`src/rtl/gp_timer_pkg.sv`:
```
package gp_timer_pkg;
  localparam int DATA_W     = 32;
  localparam int F_MODE_LO  = 8;
  localparam int F_EN       = 10;
  localparam int F_IEN      = 11;
  localparam int F_WEN      = 12;
  localparam int F_EVT      = 13;
  localparam int F_PHASE    = 14;
  localparam int F_CLR_MATCH = 0;
  localparam int F_CLR_WAKE  = 1;

  typedef enum logic [1:0] {
    MODE_ONESHOT  = 2'd0,
    MODE_PERIODIC = 2'd1,
    MODE_TOGGLE   = 2'd2,
    MODE_FREE     = 2'd3
  } tmr_mode_e;

  typedef enum logic [1:0] {
    SEL_CTRL = 2'd0,
    SEL_CMP  = 2'd1,
    SEL_STAT = 2'd2,
    SEL_CNT  = 2'd3
  } tmr_sel_e;

  typedef struct packed {
    tmr_mode_e mode;
    logic      ien;
    logic      wen;
    logic      evt;
    logic      phase;
  } tmr_ctrl_t;
endpackage

```
`src/rtl/gp_timer_regs.sv`:
```
module gp_timer_regs
  import gp_timer_pkg::*;
#(
  parameter int PSC_W = 8,
  parameter int CNT_W = 24
) (
  input  logic              clk,
  input  logic              rst,
  input  logic              wr_en,
  input  logic [1:0]        wr_sel,
  input  logic [DATA_W-1:0] wr_data,
  input  logic              stop,
  output logic [PSC_W-1:0]  psc,
  output logic [CNT_W-1:0]  cmp,
  output tmr_ctrl_t         ctrl,
  output logic              active,
  output logic              restart,
  output logic              cnt_wr,
  output logic              clr_match,
  output logic              clr_wake
);
  logic en_req, en_mid;
  logic wr_ctrl, wr_cmp, wr_stat;

  always_comb begin
    wr_ctrl   = wr_en && (tmr_sel_e'(wr_sel) == SEL_CTRL);
    wr_cmp    = wr_en && (tmr_sel_e'(wr_sel) == SEL_CMP);
    wr_stat   = wr_en && (tmr_sel_e'(wr_sel) == SEL_STAT);
    cnt_wr    = wr_en && (tmr_sel_e'(wr_sel) == SEL_CNT);
    clr_match = wr_stat && wr_data[F_CLR_MATCH];
    clr_wake  = wr_stat && wr_data[F_CLR_WAKE];
    restart   = cnt_wr
             || (wr_cmp && (ctrl.mode != MODE_FREE))
             || (wr_ctrl && (wr_data[PSC_W-1:0] != psc));
  end

  always_ff @(posedge clk) begin
    if (rst) begin
      psc    <= '0;
      cmp    <= '0;
      ctrl   <= '0;
      en_req <= 1'b0;
      en_mid <= 1'b0;
      active <= 1'b0;
    end else begin
      if (wr_ctrl) begin
        psc        <= wr_data[PSC_W-1:0];
        ctrl.mode  <= tmr_mode_e'(wr_data[F_MODE_LO+1:F_MODE_LO]);
        ctrl.ien   <= wr_data[F_IEN];
        ctrl.wen   <= wr_data[F_WEN];
        ctrl.evt   <= wr_data[F_EVT];
        ctrl.phase <= wr_data[F_PHASE];
        en_req     <= wr_data[F_EN];
      end
      if (wr_cmp) cmp <= wr_data[CNT_W-1:0];
      en_mid <= en_req;
      active <= en_mid;
      if (stop) begin
        en_req <= 1'b0;
        en_mid <= 1'b0;
        active <= 1'b0;
      end
    end
  end
endmodule

```
`src/rtl/gp_timer_edge.sv`:
```
module gp_timer_edge #(
  parameter int SYNC_STAGES = 2
) (
  input  logic clk,
  input  logic rst,
  input  logic evt_in,
  input  logic phase,
  output logic pulse
);
  localparam int LAST = SYNC_STAGES;
  logic [LAST:0] sh;

  genvar g;
  generate
    for (g = 0; g <= LAST; g++) begin : g_stage
      if (g == 0) begin : g_first
        always_ff @(posedge clk) begin
          if (rst) sh[0] <= 1'b0;
          else     sh[0] <= evt_in;
        end
      end else begin : g_next
        always_ff @(posedge clk) begin
          if (rst) sh[g] <= 1'b0;
          else     sh[g] <= sh[g-1];
        end
      end
    end
  endgenerate

  always_comb begin
    if (phase) pulse = sh[LAST-1] && !sh[LAST];
    else       pulse = !sh[LAST-1] && sh[LAST];
  end
endmodule

```
`src/rtl/gp_timer_prescale.sv`:
```
module gp_timer_prescale #(
  parameter int PSC_W = 8
) (
  input  logic             clk,
  input  logic             rst,
  input  logic [PSC_W-1:0] psc,
  input  logic             active,
  input  logic             busy,
  input  logic             evt_mode,
  input  logic             evt_pulse,
  input  logic             restart,
  output logic             tick
);
  logic [PSC_W-1:0] pc;
  logic             run, wrap;

  always_comb begin
    run  = active && !busy;
    wrap = (pc == psc);
    tick = run && (evt_mode ? evt_pulse : wrap);
  end

  always_ff @(posedge clk) begin
    if (rst || restart)           pc <= '0;
    else if (run && !evt_mode)    pc <= wrap ? '0 : pc + 1'b1;
  end
endmodule

```
`src/rtl/gp_timer_count.sv`:
```
module gp_timer_count
  import gp_timer_pkg::*;
#(
  parameter int CNT_W    = 24,
  parameter int RST_HOLD = 2
) (
  input  logic             clk,
  input  logic             rst,
  input  logic             tick,
  input  logic             restart,
  input  logic             cnt_wr,
  input  logic [CNT_W-1:0] cmp,
  input  tmr_mode_e        mode,
  input  logic             ien,
  input  logic             wen,
  input  logic             clr_match,
  input  logic             clr_wake,
  output logic [CNT_W-1:0] count,
  output logic             match_flag,
  output logic             wake_flag,
  output logic             toggle_out,
  output logic             busy,
  output logic             stop
);
  localparam int HOLD_W = $clog2(RST_HOLD + 1);
  localparam logic [HOLD_W-1:0] HOLD_INIT = HOLD_W'(RST_HOLD);

  logic [CNT_W-1:0]  cnt_inc;
  logic [HOLD_W-1:0] hold;
  logic              hit;

  always_comb begin
    cnt_inc = count + 1'b1;
    hit     = tick && (cnt_inc == cmp);
    stop    = hit && (mode == MODE_ONESHOT);
    busy    = (hold != '0);
  end

  always_ff @(posedge clk) begin
    if (rst) begin
      count      <= '0;
      match_flag <= 1'b0;
      wake_flag  <= 1'b0;
      toggle_out <= 1'b0;
      hold       <= '0;
    end else begin
      if (restart)                          count <= '0;
      else if (hit && mode != MODE_FREE)    count <= '0;
      else if (tick)                        count <= cnt_inc;

      match_flag <= hit || (match_flag && !clr_match);
      wake_flag  <= (match_flag && ien && wen) || (wake_flag && !clr_wake);
      if (hit && mode == MODE_TOGGLE) toggle_out <= !toggle_out;

      if (cnt_wr)       hold <= HOLD_INIT;
      else if (busy)    hold <= hold - 1'b1;
    end
  end
endmodule

```
`src/rtl/gp_timer.sv`:
```
module gp_timer
  import gp_timer_pkg::*;
#(
  parameter int PSC_W       = 8,
  parameter int CNT_W       = 24,
  parameter int RST_HOLD    = 2,
  parameter int SYNC_STAGES = 2
) (
  input  logic              clk,
  input  logic              rst,
  input  logic              wr_en,
  input  logic [1:0]        wr_sel,
  input  logic [DATA_W-1:0] wr_data,
  input  logic              evt_in,
  output logic [CNT_W-1:0]  count,
  output logic              match_flag,
  output logic              wake_flag,
  output logic              irq,
  output logic              active,
  output logic              rst_busy,
  output logic              toggle_out
);
  logic [PSC_W-1:0] psc;
  logic [CNT_W-1:0] cmp;
  tmr_ctrl_t        ctrl_q;
  logic             restart, cnt_wr, clr_match, clr_wake;
  logic             stop, tick, evt_pulse;

  gp_timer_regs #(.PSC_W(PSC_W), .CNT_W(CNT_W)) i_regs (
    .clk(clk), .rst(rst), .wr_en(wr_en), .wr_sel(wr_sel), .wr_data(wr_data),
    .stop(stop), .psc(psc), .cmp(cmp), .ctrl(ctrl_q), .active(active),
    .restart(restart), .cnt_wr(cnt_wr), .clr_match(clr_match), .clr_wake(clr_wake)
  );

  gp_timer_edge #(.SYNC_STAGES(SYNC_STAGES)) i_edge (
    .clk(clk), .rst(rst), .evt_in(evt_in), .phase(ctrl_q.phase), .pulse(evt_pulse)
  );

  gp_timer_prescale #(.PSC_W(PSC_W)) i_psc (
    .clk(clk), .rst(rst), .psc(psc), .active(active), .busy(rst_busy),
    .evt_mode(ctrl_q.evt), .evt_pulse(evt_pulse), .restart(restart), .tick(tick)
  );

  gp_timer_count #(.CNT_W(CNT_W), .RST_HOLD(RST_HOLD)) i_cnt (
    .clk(clk), .rst(rst), .tick(tick), .restart(restart), .cnt_wr(cnt_wr),
    .cmp(cmp), .mode(ctrl_q.mode), .ien(ctrl_q.ien), .wen(ctrl_q.wen),
    .clr_match(clr_match), .clr_wake(clr_wake), .count(count),
    .match_flag(match_flag), .wake_flag(wake_flag), .toggle_out(toggle_out),
    .busy(rst_busy), .stop(stop)
  );

  assign irq = match_flag && ctrl_q.ien;
endmodule

```
`config.mk`:
```
export PLATFORM = sky130hd
export DESIGN_NAME = gp_timer
export DESIGN_NICKNAME = d
export VERILOG_FILES = /design/src/rtl/gp_timer_pkg.sv /design/src/rtl/gp_timer_regs.sv /design/src/rtl/gp_timer_edge.sv /design/src/rtl/gp_timer_prescale.sv /design/src/rtl/gp_timer_count.sv /design/src/rtl/gp_timer.sv
export SDC_FILE = /design/constraint.sdc
export NUM_CORES = 1
export LEC_CHECK = 0
export CAP_MARGIN = 40
export CORE_MARGIN = 4
export CORE_UTILIZATION = 54
export CTS_CLUSTER_DIAMETER = 30
export DETAILED_ROUTE_END_ITERATION = 6
export GPL_TIMING_DRIVEN = 0
export PLACE_DENSITY_LB_ADDON = 0.2
export SLEW_MARGIN = 25
export SYNTH_ARGS = -nofsm -noshare
export SYNTH_HDL_FRONTEND = slang
export SYNTH_HIERARCHICAL = 1
export SYNTH_SLANG_ARGS = --single-unit
```
`constraint.sdc`:
```
create_clock -name clk -period 4.2 [get_ports clk]
set_clock_uncertainty 0.2 [all_clocks]
set_input_delay 0.84 -clock clk [delete_from_list [all_inputs] [get_ports clk]]
set_output_delay 0.84 -clock clk [all_outputs]
set_load 0.05 [all_outputs]
```
**Word-level counts from Yosys, hierarchy flattened**

Index checks and enable logic that the tools add are counted.

- Equality and inequality tests: 8
- Multiplexer cells: 5
- Add/sub/neg operators: 3
- Reductions and logical operators: 40

Operator list:

| operator | number |
|---|---|
| 24-bit by 1-bit adder with 24-bit output (second input constant) | 1 |
| 24-bit == test | 1 |
| 1-bit logical AND | 21 |
| 8-bit by 1-bit adder with 8-bit output (second input constant) | 1 |
| 8-bit == test | 1 |
| 8-bit two-way mux | 1 |
| 8-bit != test | 1 |
| 1-bit logical NOT | 7 |
| 2-bit == test (second input constant) | 3 |
| 1-bit logical OR | 5 |
| 2-bit logical NOT | 2 |
| 2-bit two-way mux | 2 |
| 2-bit nonzero test | 2 |
| 2-bit OR reduction | 2 |
| 3-bit OR reduction | 1 |
| 2-bit by 1-bit == test with 1-bit output (second input constant) | 1 |
| 1-bit two-way mux | 2 |
| 2-bit != test (second input constant) | 1 |
| 2-bit by 1-bit subtractor with 2-bit output (second input constant) | 1 |

- Register bits after elaboration: 81
- Logic and storage cells: 76
- Bits of input ports: 38
- Output and inout bits: 30

**Depth between registers and ports, before layout**

- Word-level depth: 8
- Gate-level depth with buffers: 14

**Modules after synthesis**

Netlist, hierarchy kept.

By module, submodules not included:

| module | area each (µm²) | cells each | sequential area each (µm²) | instances |
|---|---|---|---|---|
| gp_timer_count | 2317.2 | 260 | 580.6 | 1 |
| gp_timer_regs | 1557.7 | 196 | 820.8 | 1 |
| gp_timer_prescale | 499.2 | 56 | 160.2 | 1 |
| gp_timer_edge | 101.3 | 9 | 60.1 | 1 |
| gp_timer | 6.3 | 1 | 0.0 | 1 |

**Worst setup path before layout**

OpenSTA, ideal clock, no wires.

- Kind: reg2reg
- Start: register i_cnt.hold[1]
- End: register i_regs.en_req
- Required time: 3870 ps
- Period minus slack after synthesis: 3842 ps
- Slack: 358 ps
- Arrival time: 3512 ps
- Stages on the path, launching flop included: 13
- Cells stage by stage: dfxtp_1 -> or2_2 -> nor3b_4 -> nor3b_2 -> a41o_1 -> clkbuf_1 -> and3_1 -> o2111ai_1 -> nor4b_1 -> nand4_4 -> or3b_1 -> nor3_1 -> nor3_1

- Longest elaborated chain between the ends: 7

Ends and longest elaborated chain:

| what | line | RTL |
|---|---|---|
| from (decl) | gp_timer_count.sv:29 | `logic [HOLD_W-1:0] hold;` |
| from (signal assigned) | gp_timer_count.sv:56 | `else if (busy) hold <= hold - 1'b1;` |
| 2-bit nonzero test | gp_timer_count.sv:36 | `busy = (hold != '0);` |
| via rst_busy | gp_timer.sv:20 | `output logic rst_busy,` |
| 1-bit logical NOT | gp_timer_prescale.sv:18 | `run = active && !busy;` |
| 1-bit logical AND | gp_timer_prescale.sv:18 |  |
| 1-bit logical AND | gp_timer_prescale.sv:20 | `tick = run && (evt_mode ? evt_pulse : wrap);` |
| via tick | gp_timer.sv:27 | `logic stop, tick, evt_pulse;` |
| 1-bit logical AND | gp_timer_count.sv:34 | `hit = tick && (cnt_inc == cmp);` |
| 1-bit logical AND | gp_timer_count.sv:35 | `stop = hit && (mode == MODE_ONESHOT);` |
| via stop | gp_timer.sv:27 |  |
| 2-bit OR reduction (no line) | - |  |
| to (signal assigned) | gp_timer_regs.sv:53 | `en_req <= wr_data[F_EN];` |
| to (decl) | gp_timer_regs.sv:22 | `logic en_req, en_mid;` |

The timed path passes the listed nets, and every way through them passes these cells.
A chain may end at the register's enable or synchronous reset.

**Worst setup path after layout**

- Start: register i_cnt.hold[1]
- End: register i_regs.active

- Longest elaborated chain between the ends: 7

Ends and longest elaborated chain:

| what | line | RTL |
|---|---|---|
| 2-bit nonzero test | gp_timer_count.sv:36 |  |
| 1-bit logical NOT | gp_timer_prescale.sv:18 |  |
| 1-bit logical AND | gp_timer_prescale.sv:18 |  |
| 1-bit logical AND | gp_timer_prescale.sv:20 |  |
| via tick | gp_timer.sv:27 |  |
| 1-bit logical AND | gp_timer_count.sv:34 |  |
| 1-bit logical AND | gp_timer_count.sv:35 |  |
| via stop | gp_timer.sv:27 |  |
| 2-bit OR reduction (no line) | - |  |
| to (signal assigned) | gp_timer_regs.sv:57 | `active <= en_mid;` |
| to (decl) | gp_timer_regs.sv:16 | `output logic active,` |

The timed path passes the listed nets, and every way through them passes these cells.

==> results.sh <==
export IMPL_hold_viol=0
export IMPL_synth_seq_area_share_pct=36.18
export IMPL_synth_area_mm2=0.004482
export IMPL_seq_area_mm2=0.001622
export IMPL_drive_gt1_share_pct=15.05
export IMPL_htreeDepth=3
export IMPL_cap_violations=0
export IMPL_crit_fanout=10
export IMPL_first_pass_iters=5
export IMPL_ant_nets=0
export IMPL_final_core_util_pct=68.83
export IMPL_layout_commonest_cell="nand2_1"
export IMPL_grt_pass1_vias=3922
export IMPL_num_vias=4014
export IMPL_crit_arrival_ns=3.98
export IMPL_clock_sinks=81
export IMPL_slew_viol_final=0
export IMPL_yosysWarnings=6
export IMPL_path_cells="or2_2, nor3b_4, nor3b_4, a41o_2, and3_1, o2111ai_1, nor4b_2, nand4_4, or3b_1, nor3_1, nor3b_1"
export IMPL_cts_reportedPaths_clkPinSlew_ns=0.09
export IMPL_slew_headroom_pct=62.46
export IMPL_cp_common_cell="nor3b_4"
export IMPL_grt_antenna_before_repair=0
export IMPL_die_h_um=99.10
export IMPL_cts_made_buffers=9
export IMPL_drcViolationCount=0
export IMPL_finalPower_w=0.001528
export IMPL_crit_type="reg -> reg"
export IMPL_min_period_over_period_pct=94.62
export IMPL_dp_cells=683
export IMPL_core_area_mm2=0.007888
export IMPL_synth_edff_count=0
export IMPL_multi_input_area_mm2=0.002567
export IMPL_status="finished clean"
export IMPL_ys_ff_latch=81
export IMPL_crit_required_ns=4.21
export IMPL_synthArstFlopShare_pct=0
export IMPL_grt_pass1_wl_um=18450
export IMPL_routed_top_layer="met4"
export IMPL_met2_wirelength_um=5650
export IMPL_power_density_mw_per_mm2=281.4
export IMPL_drtIter0Drc=216
export IMPL_antenna_cells=0
export IMPL_port_buffers=59
export IMPL_dr_wl_met3_um=662
export IMPL_avgSynthCellArea_um2=8.586
export IMPL_clk_latency_ns=0.36
export IMPL_via_per_inst=5.734
export IMPL_synth_cells=522
export IMPL_max_freq_mhz=251.6
export IMPL_worst_pin_slew_ns=0.5613
export IMPL_grtUsageTotal_pct=23.14
export IMPL_met1_length_um=4693
export IMPL_die_area_mm2=0.009821
export IMPL_final_cell_mix="nand2_1 (100), dfxtp_1 (81), clkdlybuf4s50_1 (59)"
export IMPL_start_util_pct=56.82
export IMPL_rows=32
export IMPL_cts_tree="yes"
export IMPL_critPathCaptureType="register"
export IMPL_fillers=654
export IMPL_dp_hpwl_um=8470
export IMPL_final_min_clock_period_ns=3.974
export IMPL_ir_drop_v=0.0001966
export IMPL_rsz0062_at_grt="no"
export IMPL_max_stage_delay_ns=0.46
export IMPL_io_pins=68
export IMPL_grt_max_degree=15
export IMPL_die_w_um=99.10
export IMPL_slowest_stage="or3b_1"
export IMPL_p_leak_nw=1.881
export IMPL_synth_cell_types=62
export IMPL_wl_per_cell_um=16.03
export IMPL_area_delta_synth_final_pct=21.13
export IMPL_finalNonFillerCells=700
export IMPL_nNetsFinal=633
export IMPL_ys_flop_type="dfxtp_1"
export IMPL_grt_overflow_total=0
export IMPL_cts_root_buf="clkbuf_8"
export IMPL_gp_congestion=0.9295
export IMPL_worstHoldPathType="reg -> reg"
export IMPL_drt_wl_total_um=11220
export IMPL_crit_path_start_kind="register"
export IMPL_setup_viol=0
export IMPL_syn_nets=562
export IMPL_cts_buffer_depth=2
stage by stage:
| step | cell area, µm² | setup slack [ns] | hold WS [ns] | TNS, ns |
|---|---|---|---|---|
| after floorplan | 4482 | 0.3580 | 0.2106 | 0 |
| after global placement | 5200 | -0.2776 | 0.2246 | -3.085 |
| after detailed placement | 5200 | -0.3389 | 0.2395 | -4.139 |
| after CTS | 5408 | 0.06953 | 0.2544 | 0 |
| after global routing | 5429 | 0.01687 | 0.2747 | 0 |
| final | 5429 | 0.2261 | 0.2530 | 0 |
worst max-delay path: cells and delay by family (launching register included):
family,cells,cell delay (ns)
flip-flops,1,0.32
AND/OR/NAND/NOR,9,2.86
AO/OA/AOI/OAI,2,0.45
metal layers:
metal  vias up  track usage (%)
li1       1942                -
met1      1906            28.81
met2       142            40.60
met3        24            3.296
met4         0            8.403
met5         -                0
path summary, 6_finish.rpt:
path | start | endpoint | slack (ns) | cells past startpoint
worst max register to register | i_cnt/hold[1] | i_regs/active | 0.23 | 11
worst min register to register | i_cnt/hold[0] | i_cnt/hold[0] | 0.25 | 1
worst min-delay path | i_cnt/hold[0] | i_cnt/hold[0] | 0.25 | 1
worst max-delay path | i_cnt/hold[1] | i_regs/active | 0.23 | 11
registers in the layout, indices dropped and copies added, names as in the netlist:
| register | cells |
|---|---|
| i_cnt/count | 24 |
| i_regs/cmp | 24 |
| i_psc/pc | 8 |
| i_regs/psc | 8 |
| i_regs/ctrl | 6 |
| i_edge/sh | 3 |
| i_cnt/hold | 2 |
| i_cnt/match_flag | 1 |
| i_cnt/toggle_out | 1 |
| i_cnt/wake_flag | 1 |
| i_regs/active | 1 |
| i_regs/en_mid | 1 |
| i_regs/en_req | 1 |
synth_stat cells, drive strengths merged (7+ instances only):
| cell | n | share of area, % |
|---|---|---|
| a21oi | 47 | 5.2 |
| and3 | 14 | 2.1 |
| buf | 20 | 4.5 |
| clkbuf | 13 | 1.8 |
| dfxtp | 81 | 36 |
| nand2 | 100 | 8.4 |
| nand3 | 19 | 2.2 |
| nand4 | 19 | 3.3 |
| nor2 | 20 | 1.8 |
| nor3 | 39 | 6.8 |
| o21ai | 7 | 0.78 |
| xnor2 | 39 | 7.6 |
| xor2 | 33 | 6.4 |
cell type report:
cell class | instances | share of cell area (%)
flip-flops and latches | 81 | 29.87
well taps | 102 | 2.351
clock buffers | 11 | 2.604
inverters | 3 | 0.2074
plain buffers | 33 | 5.370
multi-input cells | 404 | 47.29
clock inverters | 5 | 1.152
repair buffers | 61 | 11.15
logic make-up (layout without fill, tap and decap cells):
group	after synthesis	in the layout	synth area share, %
multiplexers	3	3	0.6700
AO/OA/AOI/OAI	76	76	10.08
adder cells (fa/ha/maj)	2	2	0.5583
XOR/XNOR	72	72	14.07
flip-flops	81	81	36.18
buffers and inverters	37	113	6.840
AND/OR/NAND/NOR	251	251	31.60
power breakdown:
group | switching [W] | internal (W) | leakage, nW
Combinational | 0.0000741 | 0.0000649 | 1.13
Sequential | 0.0000126 | 0.000782 | 0.656
Clock | 0.000300 | 0.000295 | 0.0962
repair_timing:
item                       4_1_cts  5_1_grt
gates resized for setup          2        1
pin swaps                        0        0
setup endpoints to repair       29       15
hold buffers                     0        0
setup buffers                    0        2
No activity file was read; power rests on OpenSTA's default activity.
